===== src/rtl/irq_router_pkg.sv =====
package irq_router_pkg;
  localparam int CAUSE_EVT_BIT = 0;
  localparam int CAUSE_TS_BIT  = 1;
  localparam int CAUSE_Q_BASE  = 2;
endpackage


===== src/rtl/irq_prio_arb.sv =====
module irq_prio_arb #(
  parameter int N  = 5,
  parameter int IW = 3
) (
  input  logic [N-1:0]  req,
  output logic [N-1:0]  gnt,
  output logic [IW-1:0] idx,
  output logic          any
);
  // lowest index wins: scan downward so the last hit is the lowest
  always_comb begin
    gnt = '0;
    idx = '0;
    any = 1'b0;
    for (int k = N - 1; k >= 0; k--) begin
      if (req[k]) begin
        gnt    = '0;
        gnt[k] = 1'b1;
        idx    = IW'(k);
        any    = 1'b1;
      end
    end
  end
endmodule


===== src/rtl/irq_sticky_reg.sv =====
module irq_sticky_reg #(
  parameter int W = 6
) (
  input  logic         clk,
  input  logic         rst,
  input  logic [W-1:0] set,
  input  logic [W-1:0] clr,
  output logic [W-1:0] q
);
  always_ff @(posedge clk) begin
    if (rst) q <= '0;
    else     q <= (q & ~clr) | set;
  end
endmodule


===== src/rtl/irq_cause_router.sv =====
module irq_cause_router
  import irq_router_pkg::*;
#(
  parameter int NQ      = 4,
  parameter int VEC_W   = 4,
  parameter int SLOT_W  = 2,
  parameter int ITR_W   = 2,
  parameter int CAUSE_W = CAUSE_Q_BASE + (1 << SLOT_W)
) (
  input  logic                 clk,
  input  logic                 rst,
  input  logic                 glb_int_en,
  input  logic [NQ-1:0]        q_event,
  input  logic [NQ-1:0]        q_cause_en,
  input  logic [NQ*VEC_W-1:0]  q_vec,
  input  logic [NQ*SLOT_W-1:0] q_slot,
  input  logic [NQ*ITR_W-1:0]  q_itr,
  input  logic                 ts_capture,
  input  logic                 ts_int_en,
  input  logic                 ts_cause_en,
  input  logic [CAUSE_W-1:0]   cause_clr,
  input  logic                 ts_stat_clr,
  output logic                 irq_valid,
  output logic [VEC_W-1:0]     irq_vec,
  output logic [ITR_W-1:0]     irq_itr,
  output logic [CAUSE_W-1:0]   cause_q,
  output logic                 ts_status
);
  localparam int NR   = NQ + 1;
  localparam int IW   = $clog2(NR);
  localparam int TS_IX = NQ;

  logic [NQ-1:0]      ev_ok;
  logic               ts_ok;
  logic [NR-1:0]      req, gnt, pend_q;
  logic [IW-1:0]      gnt_idx;
  logic               gnt_any, gnt_ts;
  logic [VEC_W-1:0]   sel_vec;
  logic [SLOT_W-1:0]  sel_slot;
  logic [ITR_W-1:0]   sel_itr;
  logic [CAUSE_W-1:0] cause_set;

  // per-queue double-enable gate
  for (genvar g = 0; g < NQ; g++) begin : g_gate
    assign ev_ok[g] = q_event[g] & q_cause_en[g] & glb_int_en;
  end
  assign ts_ok = ts_capture & ts_int_en & ts_cause_en;

  // arriving requests merge with held ones
  assign req = pend_q | {ts_ok, ev_ok};

  irq_prio_arb #(.N(NR), .IW(IW)) u_arb (
    .req (req),
    .gnt (gnt),
    .idx (gnt_idx),
    .any (gnt_any)
  );

  assign gnt_ts = gnt[TS_IX];

  always_ff @(posedge clk) begin
    if (rst) pend_q <= '0;
    else     pend_q <= req & ~gnt;
  end

  // fields of the granted source and the cause bits it sets
  always_comb begin
    sel_vec   = '0;
    sel_slot  = '0;
    sel_itr   = '0;
    cause_set = '0;
    if (gnt_any) begin
      if (gnt_ts) begin
        cause_set[CAUSE_EVT_BIT] = 1'b1;
        cause_set[CAUSE_TS_BIT]  = 1'b1;
      end else begin
        sel_vec  = q_vec[gnt_idx*VEC_W +: VEC_W];
        sel_slot = q_slot[gnt_idx*SLOT_W +: SLOT_W];
        sel_itr  = q_itr[gnt_idx*ITR_W +: ITR_W];
        if (sel_vec == '0) begin
          cause_set[CAUSE_EVT_BIT]                 = 1'b1;
          cause_set[CAUSE_Q_BASE + int'(sel_slot)] = 1'b1;
        end
      end
    end
  end

  always_ff @(posedge clk) begin
    if (rst) begin
      irq_valid <= 1'b0;
      irq_vec   <= '0;
      irq_itr   <= '0;
    end else begin
      irq_valid <= gnt_any;
      irq_vec   <= sel_vec;
      irq_itr   <= sel_itr;
    end
  end

  irq_sticky_reg #(.W(CAUSE_W)) u_cause (
    .clk (clk),
    .rst (rst),
    .set (cause_set),
    .clr (cause_clr),
    .q   (cause_q)
  );

  irq_sticky_reg #(.W(1)) u_tsstat (
    .clk (clk),
    .rst (rst),
    .set (ts_capture),
    .clr (ts_stat_clr),
    .q   (ts_status)
  );
endmodule


===== config.mk =====
export PLATFORM = sky130hd
export DESIGN_NAME = irq_cause_router
export DESIGN_NICKNAME = d
export VERILOG_FILES = /design/src/rtl/irq_router_pkg.sv /design/src/rtl/irq_prio_arb.sv /design/src/rtl/irq_sticky_reg.sv /design/src/rtl/irq_cause_router.sv
export SDC_FILE = /design/constraint.sdc
export NUM_CORES = 1
export LEC_CHECK = 0
export CAP_MARGIN = 10
export CELL_PAD_IN_SITES_DETAIL_PLACEMENT = 1
export CELL_PAD_IN_SITES_GLOBAL_PLACEMENT = 1
export CORE_ASPECT_RATIO = 2
export CORE_MARGIN = 3
export CORE_UTILIZATION = 24
export CTS_CLUSTER_DIAMETER = 150
export DETAILED_ROUTE_END_ITERATION = 10
export GPL_TIMING_DRIVEN = 0
export PLACE_DENSITY = 0.84
export SLEW_MARGIN = 40
export SYNTH_ARGS = -nofsm -noshare
export SYNTH_HDL_FRONTEND = slang
export SYNTH_SLANG_ARGS = --single-unit
export TNS_END_PERCENT = 20

===== constraint.sdc =====
create_clock -name clk -period 2.76 [get_ports clk]
set_input_delay 0.552 -clock clk [delete_from_list [all_inputs] [get_ports clk]]
set_output_delay 0.552 -clock clk [all_outputs]
set_load 0.1 [all_outputs]

==> impl_metrics.py <==
metrics = {
    "clocking": {
        "cts_resized": 0,
        "cts_tree": "yes",
        "clk_path_buf_depth": 2,
        "clock_latency_ns": 0.25,
        "cts_root_buffer": "clkbuf_8",
        "postCtsSetupBuffers": 0,
        "clk_pin_slew_worst_paths_ns": 0.06,
        "cts_made_buffers": 3,
        "htree_levels": 1,
        "hold_buffers": 0,
        "clock_sinks": 18,
    },
    "die": {
        "core_sq_mm": 0.00368,
        "die_y_um": 94.6,
        "rows": 31,
        "die-area_sq_mm": 0.00476,
        "ios": 67,
        "initial_core_util": 0.256,
        "fp.dieW_um": 50.3,
    },
    "critical_path": {
        "cp-end-kind": "register",
        "critical_path_class": "input pin to register",
        "cp_data_arrival_time_ns": 2.71,
        "startpoint_type": "input pin",
        "cp_max_fo": 10,
        "required_ns": 2.91,
    },
    "timing": {
        "fmax_ghz": 0.390,
        "clock-skew-final_ns": 0.00246,
        "finalCriticalPeriod_ns": 2.56,
        "grt_setup_unrepaired": "no",
        "setup_slack_ns": 0.198,
        "whs_ns": 0.472,
        "hold_viol_final": 0,
        "drv_slew": 0,
        "tightest_slew_ns": 0.518,
        "timing.final.crit_share": 0.928,
        "setup_viol": 0,
        "relSlewSlack": 0.657,
    },
    "power_and_ir_drop": {
        "total_power_uw": 747,
        "p_per_area_mw_per_mm2": 453,
        "peakVddDrop_uv": 213,
        "p_leak_uw": 0.000662,
    },
    "detailed_routing": {
        "drc": 0,
        "drt_wl_total_um": 3260,
        "vias_per_cell": 4.70,
        "drt-initial-drc-count": 5,
        "num_vias": 950,
        "ant_nets": 0,
        "detail_route.wl_per_cell_um": 16.1,
        "first_pass_iters": 3,
    },
    "synth": {
        "synthDistinctLibCells": 32,
        "synth_edf_count": 0,
        "syn_nets": 136,
        "syn_avg_cell_area_sq_um": 11.4,
        "ys_ff_latch": 18,
        "async_flop_share": 0,
        "ys_warn_count": 0,
        "synth_cells": 83,
        "synth_flop_cell": "dfxtp_1",
        "seq_area_frac_synth": 0.382,
        "syn_area_sq_um": 942,
    },
    "worst_hold_path": {
        "hold_path.class": "register to register",
    },
    "global_routing": {
        "antenna_found_initial": 0,
        "grt_pass1_wl_um": 5140,
        "track_usage": 0.148,
        "top_usage_layer": "met2",
        "grt_max_degree": 11,
        "first_global_vias": 1082,
        "gr-total-overflow": 0,
        "use_met2": 0.301,
        "use_met3": 0.0158,
        "met1_usage": 0.123,
    },
    "final_layout": {
        "area_delta_synth_final_pct": 75.0,
        "nets": 207,
        "postLayoutCellArea_sq_mm": 0.00165,
        "layout-drive-gt1-share": 0.242,
        "num_antenna_cells": 0,
    },
    "placed_design": {
        "gp_congestion": 0.758,
        "dp_slack_ns": -0.0736,
        "placed_area_sq_mm": 0.00159,
        "port_buffers": 66,
        "hpwl_um": 2890,
    },
    "status": {
        "outcome": "complete, no violations",
    },
    "flow_run": {
        "maxCapViolations": 0,
    },
}
## layer usage
layer / wire, um / vias to the layer above
li1: - / 454
met1: 1010 / 444
met2: 1960 / 42
met3: 140 / 10
met4: 142 / 0
met5: 0 / -
## layout by cell type, fill, tap and decap left out, drive strengths merged, types with 3 or more instances in the layout
cell           synthesis  routed
dfxtp                 18      18
nor2                   4       4
and2                   7       7
nor3                   3       3
nor4                   4       4
buf                    2      16
clkbuf                 1       5
a31oi                  4       4
mux4                   7       7
clkdlybuf4s50          0      52
a21oi                  5       5
mux2i                  6       6
inv                    3       3
## kinds of logic after synthesis
family	Yosys count	share of synthesized area
AO/OA/AOI/OAI	18	0.150
buffers and inverters	6	0.0398
flip-flops	18	0.382
multiplexers	14	0.243
AND/OR/NAND/NOR	27	0.185
## layout make-up
| cell class | instances | area (sq um) |
|---|---|---|
| Buffer | 3 | 26.3 |
| Clock buffer | 4 | 55.1 |
| Fill cell | 419 | 2040 |
| Inverter | 3 | 11.3 |
| Multi-Input combinational cell | 59 | 544 |
| Sequential cell | 18 | 360 |
| Tap cell | 49 | 61.3 |
| Timing Repair Buffer | 66 | 591 |
## where the power goes
group          switching [uW]  internal, uW  leakage (uW)
Sequential               3.08           271      0.000147
Clock                    84.0           127     0.0000288
Combinational             143           119      0.000486
## synth_stat cells (all sizes together), types with 2 or more instances
library cell,number,area (sq um)
inv,3,11.3
mux2i,6,60.1
a31oi,4,37.5
nor2,4,22.5
mux4,7,158
nor4,4,25.0
and2,7,46.3
buf,2,22.5
nor3b,2,15.0
nor3,3,15.0
nand2,2,10.0
dfxtp,18,360
a31o,2,17.5
a21oi,5,28.8
o31ai,2,15.0
## through the flow
step                       util  std cells  setup TNS [ns]
after floorplan               -         83               0
after global placement    0.452        198               0
after detailed placement  0.433        198          -0.144
after CTS                 0.448        202               0
after global routing      0.448        202               0
final                     0.448        202               0
## state kept, by name, indices dropped and copies added, names as in the netlist
register and flops:
u_cause.q 6, irq_valid 1, irq_vec 4, pend_q 4, u_tsstat.q 1, irq_itr 2
## final timing paths
| kind | depth (start not counted) | startpoint | slack, ns | endpoint |
|---|---|---|---|---|
| worst max-delay path | 8 | q_event[1] | 0.20 | u_cause.q[5] |
| worst max register to register | 6 | pend_q[1] | 0.89 | u_cause.q[5] |
| worst min-delay path | 2 | u_cause.q[2] | 0.47 | u_cause.q[2] |
| worst min register to register | 2 | u_cause.q[2] | 0.47 | u_cause.q[2] |
## worst max-delay path, stage by stage
cell	delay, ns
clkdlybuf4s50_1	0.43
a22o_1	0.25
a21oi_2	0.20
a21boi_2	0.20
buf_6	0.18
mux4_2	0.54
and2_4	0.18
a31o_1	0.16
Power figures use the tool's default switching activity.
